==> src/rtl/gcp_pkg.sv <==
package gcp_pkg;
   localparam int GCP_DATA_W = 8;
   localparam int GCP_SEL_W = 4;
   localparam int GCP_MAX_LOG = 8;
   localparam int GCP_RESET_SEL = 3;
   localparam int GCP_WIN_INSTR = 4;
   localparam logic [GCP_DATA_W-1:0] GCP_SIGNATURE = 8'hD8;

   typedef enum logic {
      SEL_UNLOCK = 1'b0,
      SEL_PRESC = 1'b1
   } reg_sel_e;
endpackage

==> src/rtl/gcp_unlock_win.sv <==
module gcp_unlock_win #(
   parameter int DATA_W = 8,
   parameter logic [DATA_W-1:0] SIG = 8'hD8,
   parameter int WIN_INSTR = 4
) (
   input  logic              clk,
   input  logic              rst_n,
   input  logic              wr_unlock,
   input  logic [DATA_W-1:0] wr_data,
   input  logic              instr_done,
   output logic              win_open,
   output logic [DATA_W-1:0] rd_val
);
   localparam int WIN_W = $clog2(WIN_INSTR + 1);
   localparam logic [WIN_W-1:0] WIN_LOAD = WIN_W'(WIN_INSTR);

   logic [WIN_W-1:0] left_q;
   logic sig_hit;

   assign sig_hit = wr_unlock && (wr_data == SIG);

   always_ff @(posedge clk or negedge rst_n) begin
      if (!rst_n) begin
         left_q <= '0;
      end else if (sig_hit) begin
         left_q <= WIN_LOAD;
      end else if (instr_done && (left_q != '0)) begin
         left_q <= left_q - WIN_W'(1);
      end
   end

   assign win_open = (left_q != '0);

   generate
      if (DATA_W > 1) begin : g_wide
         assign rd_val = {{(DATA_W-1){1'b0}}, win_open};
      end else begin : g_narrow
         assign rd_val = win_open;
      end
   endgenerate
endmodule

==> src/rtl/gcp_field_reg.sv <==
module gcp_field_reg #(
   parameter int DATA_W = 8,
   parameter int SEL_W = 4,
   parameter int MAX_LOG = 8,
   parameter int RESET_SEL = 3
) (
   input  logic              clk,
   input  logic              rst_n,
   input  logic              wr_presc,
   input  logic              win_open,
   input  logic [DATA_W-1:0] wr_data,
   output logic [SEL_W-1:0]  field_q,
   output logic              accept,
   output logic [SEL_W-1:0]  accept_val
);
   localparam logic [DATA_W-1:0] CODE_LIMIT = DATA_W'(MAX_LOG);
   localparam logic [SEL_W-1:0] FIELD_RST = SEL_W'(RESET_SEL);

   assign accept = wr_presc && win_open && (wr_data <= CODE_LIMIT);
   assign accept_val = wr_data[SEL_W-1:0];

   always_ff @(posedge clk or negedge rst_n) begin
      if (!rst_n) begin
         field_q <= FIELD_RST;
      end else if (accept) begin
         field_q <= accept_val;
      end
   end
endmodule

==> src/rtl/gcp_divider.sv <==
module gcp_divider #(
   parameter int SEL_W = 4,
   parameter int MAX_LOG = 8,
   parameter int RESET_SEL = 3
) (
   input  logic             clk,
   input  logic             rst_n,
   input  logic             new_valid,
   input  logic [SEL_W-1:0] new_log,
   output logic             tick
);
   localparam int CNT_W = (MAX_LOG > 0) ? MAX_LOG : 1;
   localparam logic [SEL_W-1:0] LOG_RST = SEL_W'(RESET_SEL);

   logic [SEL_W-1:0] cur_log_q;
   logic [SEL_W-1:0] pend_log_q;
   logic             pend_q;
   logic [CNT_W-1:0] cnt_q;
   logic [CNT_W:0]   span_w;
   logic [CNT_W:0]   mask_w;
   logic             last;

   assign span_w = (CNT_W+1)'(1) << cur_log_q;
   assign mask_w = span_w - (CNT_W+1)'(1);
   assign last = (cnt_q == mask_w[CNT_W-1:0]);
   assign tick = last;

   always_ff @(posedge clk or negedge rst_n) begin
      if (!rst_n) begin
         cur_log_q <= LOG_RST;
         pend_log_q <= LOG_RST;
         pend_q <= 1'b0;
         cnt_q <= '0;
      end else begin
         if (last) begin
            cnt_q <= '0;
            if (pend_q) begin
               cur_log_q <= pend_log_q;
               pend_q <= 1'b0;
            end
         end else begin
            cnt_q <= cnt_q + CNT_W'(1);
         end
         if (new_valid) begin
            pend_q <= 1'b1;
            pend_log_q <= new_log;
         end
      end
   end
endmodule

==> src/rtl/guarded_clk_prescaler.sv <==
module guarded_clk_prescaler
   import gcp_pkg::*;
#(
   parameter int DATA_W = GCP_DATA_W,
   parameter int SEL_W = GCP_SEL_W,
   parameter int MAX_LOG = GCP_MAX_LOG,
   parameter int RESET_SEL = GCP_RESET_SEL,
   parameter int WIN_INSTR = GCP_WIN_INSTR,
   parameter logic [DATA_W-1:0] SIG = GCP_SIGNATURE
) (
   input  logic              clk,
   input  logic              rst_n,
   input  logic              wr_en,
   input  logic              wr_sel,
   input  logic [DATA_W-1:0] wr_data,
   input  logic              instr_done,
   output logic [DATA_W-1:0] unlock_rd,
   output logic              irq_hold,
   output logic [SEL_W-1:0]  presc_sel,
   output logic              sys_tick
);
   generate
      if (MAX_LOG >= (1 << SEL_W)) begin : g_bad_sel
         $error("prescale field too narrow for MAX_LOG");
      end
      if (RESET_SEL > MAX_LOG) begin : g_bad_rst
         $error("reset code beyond MAX_LOG");
      end
      if (WIN_INSTR < 1) begin : g_bad_win
         $error("window must span at least one instruction");
      end
      if (DATA_W < SEL_W) begin : g_bad_data
         $error("data bus narrower than prescale field");
      end
   endgenerate

   logic wr_unlock;
   logic wr_presc;
   logic win_open;
   logic accept;
   logic [SEL_W-1:0] accept_val;

   assign wr_unlock = wr_en && (reg_sel_e'(wr_sel) == SEL_UNLOCK);
   assign wr_presc = wr_en && (reg_sel_e'(wr_sel) == SEL_PRESC);

   gcp_unlock_win #(
      .DATA_W(DATA_W), .SIG(SIG), .WIN_INSTR(WIN_INSTR)
   ) u_win (
      .clk(clk), .rst_n(rst_n), .wr_unlock(wr_unlock), .wr_data(wr_data),
      .instr_done(instr_done), .win_open(win_open), .rd_val(unlock_rd)
   );

   gcp_field_reg #(
      .DATA_W(DATA_W), .SEL_W(SEL_W), .MAX_LOG(MAX_LOG), .RESET_SEL(RESET_SEL)
   ) u_field (
      .clk(clk), .rst_n(rst_n), .wr_presc(wr_presc), .win_open(win_open),
      .wr_data(wr_data), .field_q(presc_sel), .accept(accept),
      .accept_val(accept_val)
   );

   gcp_divider #(
      .SEL_W(SEL_W), .MAX_LOG(MAX_LOG), .RESET_SEL(RESET_SEL)
   ) u_div (
      .clk(clk), .rst_n(rst_n), .new_valid(accept), .new_log(accept_val),
      .tick(sys_tick)
   );

   assign irq_hold = win_open;
endmodule

==> config.mk <==
export PLATFORM = sky130hd
export DESIGN_NAME = guarded_clk_prescaler
export DESIGN_NICKNAME = d
export VERILOG_FILES = /design/src/rtl/gcp_pkg.sv /design/src/rtl/gcp_unlock_win.sv /design/src/rtl/gcp_field_reg.sv /design/src/rtl/gcp_divider.sv /design/src/rtl/guarded_clk_prescaler.sv
export SDC_FILE = /design/constraint.sdc
export NUM_CORES = 1
export LEC_CHECK = 0
export BUFFER_PORTS_ARGS = -buffer_cell sky130_fd_sc_hd__buf_2
export CORE_MARGIN = 8
export CORE_UTILIZATION = 53
export DETAILED_ROUTE_END_ITERATION = 8
export PLACE_DENSITY = 0.9
export SYNTH_ARGS = -nofsm -noshare
export SYNTH_HDL_FRONTEND = slang
export SYNTH_SLANG_ARGS = --single-unit
export TNS_END_PERCENT = 5
==> constraint.sdc <==
create_clock -name clk -period 3.21 [get_ports clk]
set_input_delay 0.321 -clock clk [delete_from_list [all_inputs] [get_ports clk]]
set_output_delay 0.321 -clock clk [all_outputs]
set_load 0.1 [all_outputs]
# == Yosys cells after proc, flatten, opt, wreduce, memory -nomap -nowiden ==
# Index checks and enable logic that the tools add are counted.
# classes
n_addsub,3
n_lt_le_gt_ge,1
n_eq_ne,2
n_shift,1
mux,5
bitwise_logic,1
reduce_logical,10
# op_table
op,count
"8-bit by 1-bit adder with 8-bit output, second input constant",1
8-bit == test,1
"8-bit == test, second input constant",1
"8-bit by 4-bit <= comparator with 1-bit output, second input constant",1
8-bit two-way mux,1
"1-bit by 4-bit << shifter with 8-bit output, first input constant",1
"8-bit by 1-bit subtractor with 8-bit output, second input constant",1
1-bit logical AND,6
3-bit two-way mux,2
2-bit nonzero test,2
3-bit nonzero test,1
"3-bit by 1-bit subtractor with 3-bit output, second input constant",1
1-bit two-way mux,2
2-bit AND reduction,1
1-bit inverter,1
# totals
reg_bits,20
inputBits,13
out_inout_bits,14
wordCells,28

# == Depth between registers and ports, before layout ==
# logic_depth
word_depth,5
depth_mapped,9
mapped_depth_nobuf,8

# == By module ==
# A second synthesis with hierarchy kept.
# unflattened
cells_unflattened,136
area_unflattened_um2,1468.9
# by_module_without_submodules
mod,instances,cells_each,area_each_um2,seq_area_each_um2
gcp_divider,1,84,930.9,430.4
gcp_unlock_win,1,28,265.3,75.1
gcp_field_reg,1,22,256.5,102.6
guarded_clk_prescaler,1,2,16.3,0.0

# == Worst setup path before layout ==
# OpenSTA, ideal clock, no wires.
# synth_path
kind,register to output
from,register u_div.cur_log_q[3]
to,output sys_tick
t_arrival_ns,2.793
t_required_ns,2.889
setup_slack_ns,0.096
stages_incl_launch_ff,9
n_path_buf,2
path_cell_list,dfrtp_1 > clkbuf_1 > or4b_2 > ha_1 > or3_1 > a21oi_1 > o21ai_0 > a211oi_2 > buf_2
# synth_via
elab_chain_cells,3
# synth_rtl
item,line_no,rtl
from (decl),gcp_divider.sv:15,logic [SEL_W-1:0] cur_log_q;
from (signal assigned),gcp_divider.sv:38,cur_log_q <= pend_log_q;
1-bit by 4-bit << shifter with 8-bit output,gcp_divider.sv:23,assign span_w = (CNT_W+1)'(1) << cur_log_q;
8-bit by 1-bit subtractor with 8-bit output,gcp_divider.sv:24,assign mask_w = span_w - (CNT_W+1)'(1);
8-bit == test,gcp_divider.sv:25,assign last = (cnt_q == mask_w[CNT_W-1:0]);
to (decl),guarded_clk_prescaler.sv:20,output logic sys_tick
# Every way passes these cells.

# == Final worst setup path ==
# layout_path
from,register u_div.cur_log_q[0]
to,output sys_tick
# Same word-level chain as after synthesis.

==> flow_summary.yaml <==
outcome:
  status: "complete, no violations"
route:
  via_per_inst: 5.63
  wl_um: 2730
  routedWlPerCell_um: 15.8
  via_count: 968
  ant_nets: 0
  first_pass_iters: 4
  remaining_drc_errors: 0
  drt_iter0_markers: 27
timing:
  tightest_slew_ns: 0.510
  final.setup.tns_ns: 0
  slew_headroom: 0.657
  period_share: 0.953
  finalSetupViolCount: 0
  fmax_mhz: 327
  hold_violations: 0
  fin_skew_ns: 0.00697
  whs_ns: 0.293
  slew_viol_final: 0
  setup_ws_ns: 0.151
  grt_setup_unrepaired: "false"
  period_needed_ns: 3.06
worst_setup_path:
  reg2regPathDepth: 11
  criticalPathCategory: "register to primary output"
  cp_max_fo: 7
  end_kind: "primary output"
  start_kind: "register"
  reg2reg_to: "u_div.cur_log_q[3]"
  worstPathRequired_ns: 2.89
  r2r_slack_ns: 0.35
  critPathArrivalTime_ns: 2.74
  r2r-start: "u_div.cur_log_q[0]"
logic_synthesis:
  ys_seq_area_frac: 0.420
  synth.distinct_cells: 39
  yosysTopAreaCell: "dfrtp_1"
  synth_top_family_by_area: "simple AND/OR/NAND/NOR gates"
  syn_area_per_cell_um2: 10.4
  ys_seq_elements: 20
  yosys_warnings: 0
  yosys.area.top_type_share: 0.333
  synth_compound_area_frac: 0.0812
  synthCells: 116
  synthMuxAreaShare: 0.0874
  synth_fa_ha_area_frac: 0.0416
  synth_xor_area_frac: 0.0874
  synth_area_um2: 1200
  synth_area_leaders: "dfrtp_1 33%, dfstp_2 8.7%, buf_4 5.0%"
  synth-simple-area-share: 0.199
hold_path:
  worstHoldPathType: "input port to register"
  whs_endpoint: "u_div.pend_log_q[2]"
  whs_path_depth: 2
  min-delay-start: "wr_data[2]"
place:
  port_buffers: 19
  gp_congestion: 0.816
  dpl.cell_count: 159
  hpwlAfterDp_um: 1880
  pre_cts_slack_ns: 0.143
floorplan:
  die_w_um: 63.6
  core-area_um2: 2170
  ios: 27
  rows: 17
  start_util: 0.554
  dieHeight_um: 63.6
  dieArea_um2: 4050
cells_and_area:
  nNetsFinal: 162
  layout_common_cells: "18 x buf_2, 15 x dfrtp_1, 10 x nor2_1, 10 x buf_4, 7 x conb_1"
  drive_gt1_frac: 0.375
  syn_to_final_growth_pct: 20.1
  final_common_cell: "buf_2"
  diodes: 0
  stdcell_count: 172
cts:
  clkLatencyLatePin_ns: 0.30
  cts_buffer_depth: 2
  cts_buffers: 3
  clkTransAtPathRegs_ns: 0.11
  htreeDepth: 1
  ctsRootBufferMaster: "clkbuf_4"
  cts_tree: "done"
  clock-sinks: 20
pwr:
  p_leak_nw: 0.696
  powerDensity_nw_per_um2: 1220
  vdd_ir_drop_max_uv: 1170
flow_run:
  max_cap_violations: 0
global_routing:
  grt_max_degree: 21
  antenna_found_initial: 0
  grt_pass1_wl_um: 4490
  overflow: 0
  grt.total_usage: 0.136
  grt_pass1_vias: 959
-- sequential cells by signal, indices dropped and copies added, names as in the netlist --
name / flops
u_div.pend_log_q: 4
u_win.left_q: 3
u_div.cur_log_q: 4
u_div.pend_q: 1
u_div.cnt_q: 8
-- cell families after synthesis --
kind of cell / Yosys count
AND/OR/NAND/NOR: 42
buffers and inverters: 15
adder cells (fa/ha/maj): 4
flip-flops: 20
AO/OA/AOI/OAI: 14
XOR/XNOR: 12
multiplexers: 8
other: 1
-- critical path, stage by stage, from the launching register on --
cell	delay, ns
dfstp_2	0.39
buf_4	0.15
or4_4	0.52
ha_4	0.20
or3_1	0.38
a21oi_2	0.15
o21ai_1	0.09
a211oi_2	0.23
buf_4	0.17
buf_12	0.17
-- routing by layer --
| layer | vias up | wire (µm) | share of wire | GRT usage |
|---|---|---|---|---|
| met5 | - | 0 | 0 | 0 |
| met1 | 467 | 1090 | 0.40 | 0.167 |
| met2 | 49 | 1360 | 0.50 | 0.218 |
| met4 | 0 | 34 | 0.012 | 0.0501 |
| li1 | 447 | - | - | - |
| met3 | 5 | 235 | 0.086 | 0.0389 |
-- power by group --
group / leakage, nW / total [mW] / switching, mW / internal [mW]
registers: 0.249 / 0.415 / 0.0790 / 0.336
logic: 0.419 / 1.15 / 0.673 / 0.475
clock network: 0.0279 / 0.203 / 0.0769 / 0.126
-- worst max-delay path by stage --
stage                                  start  endpoint  slack (ns)  cells after the start
after floorplan           u_div.cur_log_q[3]  sys_tick         0.1                      8
after global placement    u_div.cur_log_q[0]  sys_tick        0.24                      8
after detailed placement  u_div.cur_log_q[3]  sys_tick        0.14                      8
after CTS                 u_div.cur_log_q[0]  sys_tick        0.01                      8
after global routing      u_div.cur_log_q[0]  sys_tick        0.06                      9
final                     u_div.cur_log_q[0]  sys_tick        0.15                      9
-- layout make-up --
cell class,count,area [µm²]
fill,161,726
inverter,3,11.3
clock inverter,1,30.0
tap,28,35.0
clock buffer,3,22.5
timing repair buffer,30,195
multi-input combinational,87,643
sequential,20,507
-- cells in the mapped netlist, drive strengths merged --
cell and count:
a211oi 1, a21oi 3, a311o 1, a31oi 2, and3 3, buf 11
clkbuf 1, conb 1, dfrtp 16, dfstp 4, ha 4, inv 3
mux2 8, nand2 7, nand2b 1, nand3 3, nand4 2, nand4b 1
nor2 10, nor2b 3, nor4 2, nor4b 2, nor4bb 1, o211ai 2
o21a 2, o21ai 2, o31ai 1, or2 3, or3 2, or4 1
or4b 1, xnor2 6, xor2 6
-- repair_timing --
action | CTS | global route
gates resized for setup | 3 | 3
buffers inserted | 6 | 2
pin swaps | 1 | 1
hold endpoints to repair | 16 | 0
hold buffers | 1 | 0
endpoints found under the setup margin | 1 | 1
-- stage by stage --
stage / cell area (µm²) / total power [mW] / utilization
floorplan: 1220 / 1.17 / -
global placement: 1300 / 1.33 / 0.599
detailed placement: 1300 / 1.37 / 0.599
CTS: 1410 / 1.68 / 0.651
global route: 1440 / 1.87 / 0.666
finish: 1440 / 1.77 / 0.666
No activity file was read; power rests on OpenSTA's default activity.
